**src/rtl/pexc_pkg.sv**
```systemverilog
package pexc_pkg;

    // Number of pipeline registers: decode, execute, memory, write-back.
    localparam int PIPE_DEPTH = 4;
    // Stages that can raise a fault against the instruction they hold.
    localparam int NUM_RAISE  = PIPE_DEPTH - 1;
    localparam int WB_IDX     = PIPE_DEPTH - 1;

    typedef enum logic {
        CS_RUN    = 1'b0,
        CS_SETTLE = 1'b1
    } ctl_state_e;

endpackage

```
**src/rtl/pexc_stage.sv**
```systemverilog
module pexc_stage #(
    parameter int PC_W    = 16,
    parameter int DATA_W  = 16,
    parameter int CAUSE_W = 5
) (
    input  logic               clk,
    input  logic               rst_n,
    input  logic               kill,
    input  logic               i_valid,
    input  logic [PC_W-1:0]    i_pc,
    input  logic [DATA_W-1:0]  i_data,
    input  logic               i_exc,
    input  logic [CAUSE_W-1:0] i_cause,
    input  logic               fault,
    input  logic [CAUSE_W-1:0] fault_cause,
    output logic               o_valid,
    output logic [PC_W-1:0]    o_pc,
    output logic [DATA_W-1:0]  o_data,
    output logic               o_exc,
    output logic [CAUSE_W-1:0] o_cause
);

    logic               nx_exc;
    logic [CAUSE_W-1:0] nx_cause;

    // An existing exception wins over any newly raised fault.
    always_comb begin
        nx_exc   = i_valid & (i_exc | fault);
        nx_cause = i_exc ? i_cause : fault_cause;
    end

    always_ff @(posedge clk) begin
        if (!rst_n) begin
            o_valid <= 1'b0;
            o_pc    <= '0;
            o_data  <= '0;
            o_exc   <= 1'b0;
            o_cause <= '0;
        end else if (kill) begin
            o_valid <= 1'b0;
            o_exc   <= 1'b0;
        end else begin
            o_valid <= i_valid;
            o_pc    <= i_pc;
            o_data  <= i_data;
            o_exc   <= nx_exc;
            o_cause <= nx_cause;
        end
    end


    sticky_cause_chk: assert property (@(posedge clk) disable iff (!rst_n)
        (i_valid && i_exc && !kill) |=> (o_exc && o_cause == $past(i_cause)));


    record_fault_chk: assert property (@(posedge clk) disable iff (!rst_n)
        (i_valid && !i_exc && fault && !kill) |=>
            (o_valid && o_exc && o_cause == $past(fault_cause)));


    kill_slot_chk: assert property (@(posedge clk) disable iff (!rst_n)
        kill |=> (!o_valid && !o_exc));

endmodule

```
**src/rtl/pexc_commit.sv**
```systemverilog
module pexc_commit #(
    parameter int PC_W      = 16,
    parameter int DATA_W    = 16,
    parameter int CAUSE_W   = 5,
    parameter int IRQ_CAUSE = 31
) (
    input  logic               clk,
    input  logic               rst_n,
    input  logic               w_valid,
    input  logic [PC_W-1:0]    w_pc,
    input  logic [DATA_W-1:0]  w_data,
    input  logic               w_exc,
    input  logic [CAUSE_W-1:0] w_cause,
    input  logic               irq,
    output logic               wr_en,
    output logic [PC_W-1:0]    wr_pc,
    output logic [DATA_W-1:0]  wr_data,
    output logic               take,
    output logic [PC_W-1:0]    epc,
    output logic [CAUSE_W-1:0] ecause
);

    localparam logic [CAUSE_W-1:0] IRQ_CODE = CAUSE_W'(IRQ_CAUSE);

    logic [CAUSE_W-1:0] take_cause;

    // Commit decision: own exception first, then interrupt, else retire.
    always_comb begin
        take       = w_valid & (w_exc | irq);
        take_cause = w_exc ? w_cause : IRQ_CODE;
        wr_en      = w_valid & ~take;
        wr_pc      = w_pc;
        wr_data    = w_data;
    end

    always_ff @(posedge clk) begin
        if (!rst_n) begin
            epc    <= '0;
            ecause <= '0;
        end else if (take) begin
            epc    <= w_pc;
            ecause <= take_cause;
        end
    end


    no_write_on_fault_chk: assert property (@(posedge clk) disable iff (!rst_n)
        (w_valid && w_exc) |-> (!wr_en && take));


    commit_or_trap_chk: assert property (@(posedge clk) disable iff (!rst_n)
        $onehot0({wr_en, take}));


    irq_idle_chk: assert property (@(posedge clk) disable iff (!rst_n)
        (!w_valid && !w_exc) |-> !take);


    exc_over_irq_chk: assert property (@(posedge clk) disable iff (!rst_n)
        (w_valid && w_exc && irq) |=> (ecause == $past(w_cause)));


    epc_latch_chk: assert property (@(posedge clk) disable iff (!rst_n)
        take |=> (epc == $past(w_pc)));

endmodule

```
**src/rtl/pexc_ctrl.sv**
```systemverilog
module pexc_ctrl
    import pexc_pkg::*;
(
    input  logic clk,
    input  logic rst_n,
    input  logic take,
    output logic accept
);

    ctl_state_e state, state_nx;

    always_ff @(posedge clk) begin
        if (!rst_n) begin
            state <= CS_RUN;
        end else begin
            state <= state_nx;
        end
    end

    always_comb begin
        state_nx = state;
        unique case (state)
            CS_RUN:    if (take) state_nx = CS_SETTLE;
            CS_SETTLE: state_nx = CS_RUN;
        endcase
    end

    // Decode intake is closed on the trap cycle and the settle cycle.
    always_comb begin
        accept = 1'b0;
        unique case (state)
            CS_RUN:    accept = ~take;
            CS_SETTLE: accept = 1'b0;
        endcase
    end


    settle_block_chk: assert property (@(posedge clk) disable iff (!rst_n)
        take |=> (!accept && state == CS_SETTLE));


    settle_exit_chk: assert property (@(posedge clk) disable iff (!rst_n)
        (state == CS_SETTLE) |=> (state == CS_RUN));

endmodule

```
**src/rtl/pexc_unit.sv**
```systemverilog
module pexc_unit
    import pexc_pkg::*;
#(
    parameter int PC_W        = 16,
    parameter int DATA_W      = 16,
    parameter int CAUSE_W     = 5,
    parameter int IRQ_CAUSE   = 31,
    parameter int HANDLER_VEC = 'h0100
) (
    input  logic               clk,
    input  logic               rst_n,
    input  logic               in_valid,
    input  logic [PC_W-1:0]    in_pc,
    input  logic [DATA_W-1:0]  in_data,
    input  logic               dec_fault,
    input  logic [CAUSE_W-1:0] dec_cause,
    input  logic               exe_fault,
    input  logic [CAUSE_W-1:0] exe_cause,
    input  logic               mem_fault,
    input  logic [CAUSE_W-1:0] mem_cause,
    input  logic               irq,
    output logic               wr_en,
    output logic [PC_W-1:0]    wr_pc,
    output logic [DATA_W-1:0]  wr_data,
    output logic               trap_take,
    output logic [PC_W-1:0]    handler_pc,
    output logic [PC_W-1:0]    epc,
    output logic [CAUSE_W-1:0] ecause
);

    localparam logic [PC_W-1:0] VEC = PC_W'(HANDLER_VEC);

    logic [PIPE_DEPTH-1:0] vld;
    logic [PIPE_DEPTH-1:0] exc;
    logic [PC_W-1:0]       st_pc    [PIPE_DEPTH];
    logic [DATA_W-1:0]     st_data  [PIPE_DEPTH];
    logic [CAUSE_W-1:0]    st_cause [PIPE_DEPTH];

    logic [NUM_RAISE-1:0]  raise;
    logic [CAUSE_W-1:0]    raise_cause [NUM_RAISE];

    logic take;
    logic accept;

    // Fault raised against the content of register k loads register k+1.
    assign raise          = {mem_fault, exe_fault, dec_fault};
    assign raise_cause[0] = dec_cause;
    assign raise_cause[1] = exe_cause;
    assign raise_cause[2] = mem_cause;

    for (genvar k = 0; k < PIPE_DEPTH; k++) begin : g_stg
        logic               src_v;
        logic [PC_W-1:0]    src_pc;
        logic [DATA_W-1:0]  src_data;
        logic               src_exc;
        logic [CAUSE_W-1:0] src_cause;
        logic               flt;
        logic [CAUSE_W-1:0] flt_cause;

        if (k == 0) begin : g_head
            assign src_v     = in_valid & accept;
            assign src_pc    = in_pc;
            assign src_data  = in_data;
            assign src_exc   = 1'b0;
            assign src_cause = '0;
            assign flt       = 1'b0;
            assign flt_cause = '0;
        end else begin : g_body
            assign src_v     = vld[k-1];
            assign src_pc    = st_pc[k-1];
            assign src_data  = st_data[k-1];
            assign src_exc   = exc[k-1];
            assign src_cause = st_cause[k-1];
            assign flt       = raise[k-1];
            assign flt_cause = raise_cause[k-1];
        end

        pexc_stage #(
            .PC_W    (PC_W),
            .DATA_W  (DATA_W),
            .CAUSE_W (CAUSE_W)
        ) u_stage (
            .clk         (clk),
            .rst_n       (rst_n),
            .kill        (take),
            .i_valid     (src_v),
            .i_pc        (src_pc),
            .i_data      (src_data),
            .i_exc       (src_exc),
            .i_cause     (src_cause),
            .fault       (flt),
            .fault_cause (flt_cause),
            .o_valid     (vld[k]),
            .o_pc        (st_pc[k]),
            .o_data      (st_data[k]),
            .o_exc       (exc[k]),
            .o_cause     (st_cause[k])
        );
    end

    pexc_commit #(
        .PC_W      (PC_W),
        .DATA_W    (DATA_W),
        .CAUSE_W   (CAUSE_W),
        .IRQ_CAUSE (IRQ_CAUSE)
    ) u_commit (
        .clk     (clk),
        .rst_n   (rst_n),
        .w_valid (vld[WB_IDX]),
        .w_pc    (st_pc[WB_IDX]),
        .w_data  (st_data[WB_IDX]),
        .w_exc   (exc[WB_IDX]),
        .w_cause (st_cause[WB_IDX]),
        .irq     (irq),
        .wr_en   (wr_en),
        .wr_pc   (wr_pc),
        .wr_data (wr_data),
        .take    (take),
        .epc     (epc),
        .ecause  (ecause)
    );

    pexc_ctrl u_ctrl (
        .clk    (clk),
        .rst_n  (rst_n),
        .take   (take),
        .accept (accept)
    );

    assign trap_take  = take;
    assign handler_pc = take ? VEC : '0;


    flush_all_chk: assert property (@(posedge clk) disable iff (!rst_n)
        trap_take |=> (vld == '0));


    vector_chk: assert property (@(posedge clk) disable iff (!rst_n)
        trap_take |-> (handler_pc == VEC));


    exc_only_with_valid_chk: assert property (@(posedge clk) disable iff (!rst_n)
        (exc & ~vld) == '0);

endmodule

```
**config.mk**
```make
export PLATFORM = sky130hd
export DESIGN_NAME = pexc_unit
export DESIGN_NICKNAME = d
export VERILOG_FILES = /design/src/rtl/pexc_pkg.sv /design/src/rtl/pexc_stage.sv /design/src/rtl/pexc_commit.sv /design/src/rtl/pexc_ctrl.sv /design/src/rtl/pexc_unit.sv
export SDC_FILE = /design/constraint.sdc
export NUM_CORES = 1
export LEC_CHECK = 0
export BUFFER_PORTS_ARGS = -buffer_cell sky130_fd_sc_hd__buf_2
export CORE_ASPECT_RATIO = 1.2
export CORE_MARGIN = 2
export CORE_UTILIZATION = 45
export CTS_CLUSTER_DIAMETER = 80
export DETAILED_ROUTE_END_ITERATION = 10
export HOLD_SLACK_MARGIN = 0.08
export MAX_ROUTING_LAYER = met4
export PLACE_DENSITY_LB_ADDON = 0.2
export SLEW_MARGIN = 10
export SYNTH_ARGS = -nofsm -noshare
export SYNTH_HDL_FRONTEND = slang
export SYNTH_HIERARCHICAL = 1
export SYNTH_SLANG_ARGS = --single-unit
```
**constraint.sdc**
```tcl
create_clock -name clk -period 1.6 [get_ports clk]
set_input_delay 0.32 -clock clk [delete_from_list [all_inputs] [get_ports clk]]
set_output_delay 0.32 -clock clk [all_outputs]
set_load 0.02 [all_outputs]
```
==> flow_summary.json <==
{
  "drt_iter0_markers": 223,
  "max_stage_delay_ns": 0.33,
  "htreeDepth": 4,
  "firstDrtPassIters": 5,
  "crit_path_end_kind": "output port",
  "path_cells": "o21a_4, buf_12, buf_6",
  "antenna_found_initial": 6,
  "clkLatencyLatePin_ns": 0.43,
  "required_ns": 1.28,
  "stdcell_count": 974,
  "max_cap_viol_count": 0,
  "grt_use_total_pct": 15.06,
  "top_level_ports": 125,
  "grt_pass1_wl_mm": 20.40,
  "synth.distinct_cells": 21,
  "p_total_w": 0.009611,
  "status": "finished clean",
  "core-area_um2": 16210,
  "wl_per_cell_um": 12.64,
  "syn_to_final_growth_pct": 15.38,
  "vias_per_cell": 4.523,
  "drc_errors": 0,
  "initial_core_util_pct": 45.83,
  "grt_max_degree": 89,
  "min_period_ns": 1.562,
  "die_area_um2": 17560,
  "clock-sinks": 178,
  "skew_ns": 0.009454,
  "fin_util_pct": 52.88,
  "syn_area_um2": 7428,
  "crit_fanout": 3,
  "yosys-top-cells-area": "dfxtp_1 (48%), mux2i_1 (19%), nor2b_1 (11%), buf_4 (5.7%), mux2_4 (4.0%)",
  "yosys_register_bits": 178,
  "crit_buf_inv": 2,
  "postRouteAntennaNets": 0,
  "cts_root_buf": "clkbuf_16",
  "gr-total-overflow": 0,
  "clockBufferDepth": 2,
  "nets": 798,
  "first_global_vias": 4061,
  "hold_viol": 0,
  "cp_slowest_cell": "dfxtp_2",
  "gp_congestion": 0.7137,
  "synth_area_leader_cell": "dfxtp_1",
  "postCtsHoldBufs": 0,
  "max_freq_ghz": 0.6400,
  "start_kind": "register",
  "cts_made_buffers": 17,
  "place_ws_ns": 0.1579,
  "power.density_nw_per_um2": 1121,
  "die_w_um": 121.3,
  "slew_violations": 0,
  "min_period_over_period_pct": 97.65,
  "io_buffers": 109,
  "path_clk_slew_ns": 0.07,
  "yosys_most_used_dff": "dfxtp_1",
  "min_path_type": "in -> reg",
  "ys_seq_area_share_pct": 47.97,
  "p_leak_nw": 3.396,
  "placed_area_um2": 7870,
  "core.rowCount": 51,
  "place_hpwl_mm": 8.409,
  "ys_async_sr_fraction_pct": 0,
  "avgSynthCellArea_um2": 11.19,
  "irDropWorstVdd_uv": 644.8,
  "critPathArrivalTime_ns": 1.24,
  "setup_slack_ns": 0.03754,
  "yosys-top-cells-count": "dfxtp_1 (178), mux2i_1 (144), nor2b_1 (128), buf_4 (56), nand2_1 (37)",
  "postRouteWirelength_mm": 12.32,
  "drive_gt1_share_pct": 24.34,
  "setup_viol": 0,
  "synthDominantCellAreaShare_pct": 47.97,
  "synth-edff-count": 0,
  "yosys_warnings": 6,
  "fp.dieH_um": 144.7,
  "vias": 4405,
  "synth_most_common_cell": "dfxtp_1",
  "placedCellCount": 932,
  "netlist_instances": 664,
  "grt_setup_unrepaired": "true",
  "final_area_um2": 8571,
  "timing_worst_setup_path_type": "reg -> out",
  "cts_tree": "yes",
  "path_delay_family": "flip-flops"
}
cell type report:
class	count	area [um2]
fill	1428	7637
tap	212	265.3
multi-input combinational	418	3256
clock inverter	14	201.4
antenna	6	15.01
clock buffer	17	425.4
sequential	178	3565
timing repair buffer	129	843.3
power by group:
part | internal, W | total (W) | switching (W)
Sequential | 0.00459 | 0.00468 | 0.0000883
Combinational | 0.000304 | 0.000558 | 0.000254
Clock | 0.00263 | 0.00437 | 0.00174
metrics by stage:
stage,TNS (ns),hold slack (ns)
after global placement,0,0.4391
after global routing,-0.01792,0.1448
after detailed placement,0,0.4373
final,0,0.1436
after floorplan,0,0.4193
after CTS,0,0.1256
sequential cells by signal, summed over array words and instances (netlist names):
| signal | count |
|---|---|
| g_stg.u_stage/o_cause | 20 |
| g_stg.u_stage/o_data | 64 |
| g_stg.u_stage/o_exc | 4 |
| g_stg.u_stage/o_pc | 64 |
| g_stg.u_stage/o_valid | 4 |
| u_commit/ecause | 5 |
| u_commit/epc | 16 |
| u_ctrl/state | 1 |
final timing paths:
path                                                           from                                       to  slack [ns]  depth (start not counted)
worst max-delay path              g_stg[3].u_stage/o_exc$_SDFF_PP0_                                trap_take        0.04                          3
worst min-delay path                                     in_data[6]  g_stg[0].u_stage/o_data[6]$_SDFFE_PN0N_        0.14                          3
worst max register to register  g_stg[3].u_stage/o_valid$_SDFF_PP0_    g_stg[0].u_stage/o_pc[7]$_SDFFE_PN0N_        0.12                          6
worst min register to register  g_stg[2].u_stage/o_valid$_SDFF_PP0_      g_stg[3].u_stage/o_valid$_SDFF_PP0_        0.44                          2
placed cells by master (no fill, tap or decap):
| master | instances |
|---|---|
| conb_1 | 27 |
| clkinv_4 | 2 |
| dfxtp_1 | 177 |
| o221a_1 | 3 |
| inv_8 | 1 |
| and2_1 | 1 |
| clkbuf_16 | 17 |
| nor3b_1 | 1 |
| clkinvlp_4 | 1 |
| inv_6 | 4 |
| o221a_2 | 2 |
| buf_2 | 106 |
| bufinv_16 | 4 |
| buf_4 | 10 |
| mux2_4 | 20 |
| mux2i_1 | 144 |
| nand2b_1 | 20 |
| o211a_1 | 20 |
| o21a_4 | 1 |
| clkinv_2 | 2 |
| nand2_1 | 37 |
| diode_2 | 6 |
| buf_8 | 1 |
| buf_6 | 2 |
| dfxtp_2 | 1 |
| nor3_1 | 4 |
| buf_12 | 10 |
| and3b_1 | 1 |
| nor2_1 | 9 |
| nor2b_1 | 128 |
logic make-up (layout without fill, tap and decap cells):
logic type	Yosys count	after routing	share of synthesized area, %
AO/OA/AOI/OAI	26	26	3.571
buffers and inverters	94	160	9.601
flip-flops	178	178	47.97
multiplexers	164	164	23.45
other	1	33	0.05048
AND/OR/NAND/NOR	201	201	15.36
tightest hold or removal path, delay by kind of cell:
kind / cells / cell delay [ns]
mux: 1 / 0.05
simple gates: 1 / 0.09
buf+inv: 1 / 0.07
metal layers:
metal / GRT usage (%) / vias to the layer above / share of wire [%] / wire, um
met5: - / - / 0 / 0
met4: 6.231 / 0 / 1.2 / 142
met3: 5.721 / 11 / 6.2 / 763
met2: 21.26 / 90 / 45 / 5564
met1: 19.34 / 1997 / 47 / 5845
li1: - / 2307 / - / -
timing repair:
item                                    4_1_cts  5_1_grt
pin swaps                                     1        1
endpoints found under the setup margin        2        9
resized for setup                             2        6
buffers inserted                              5        0
No activity file was read; power rests on OpenSTA's default activity.
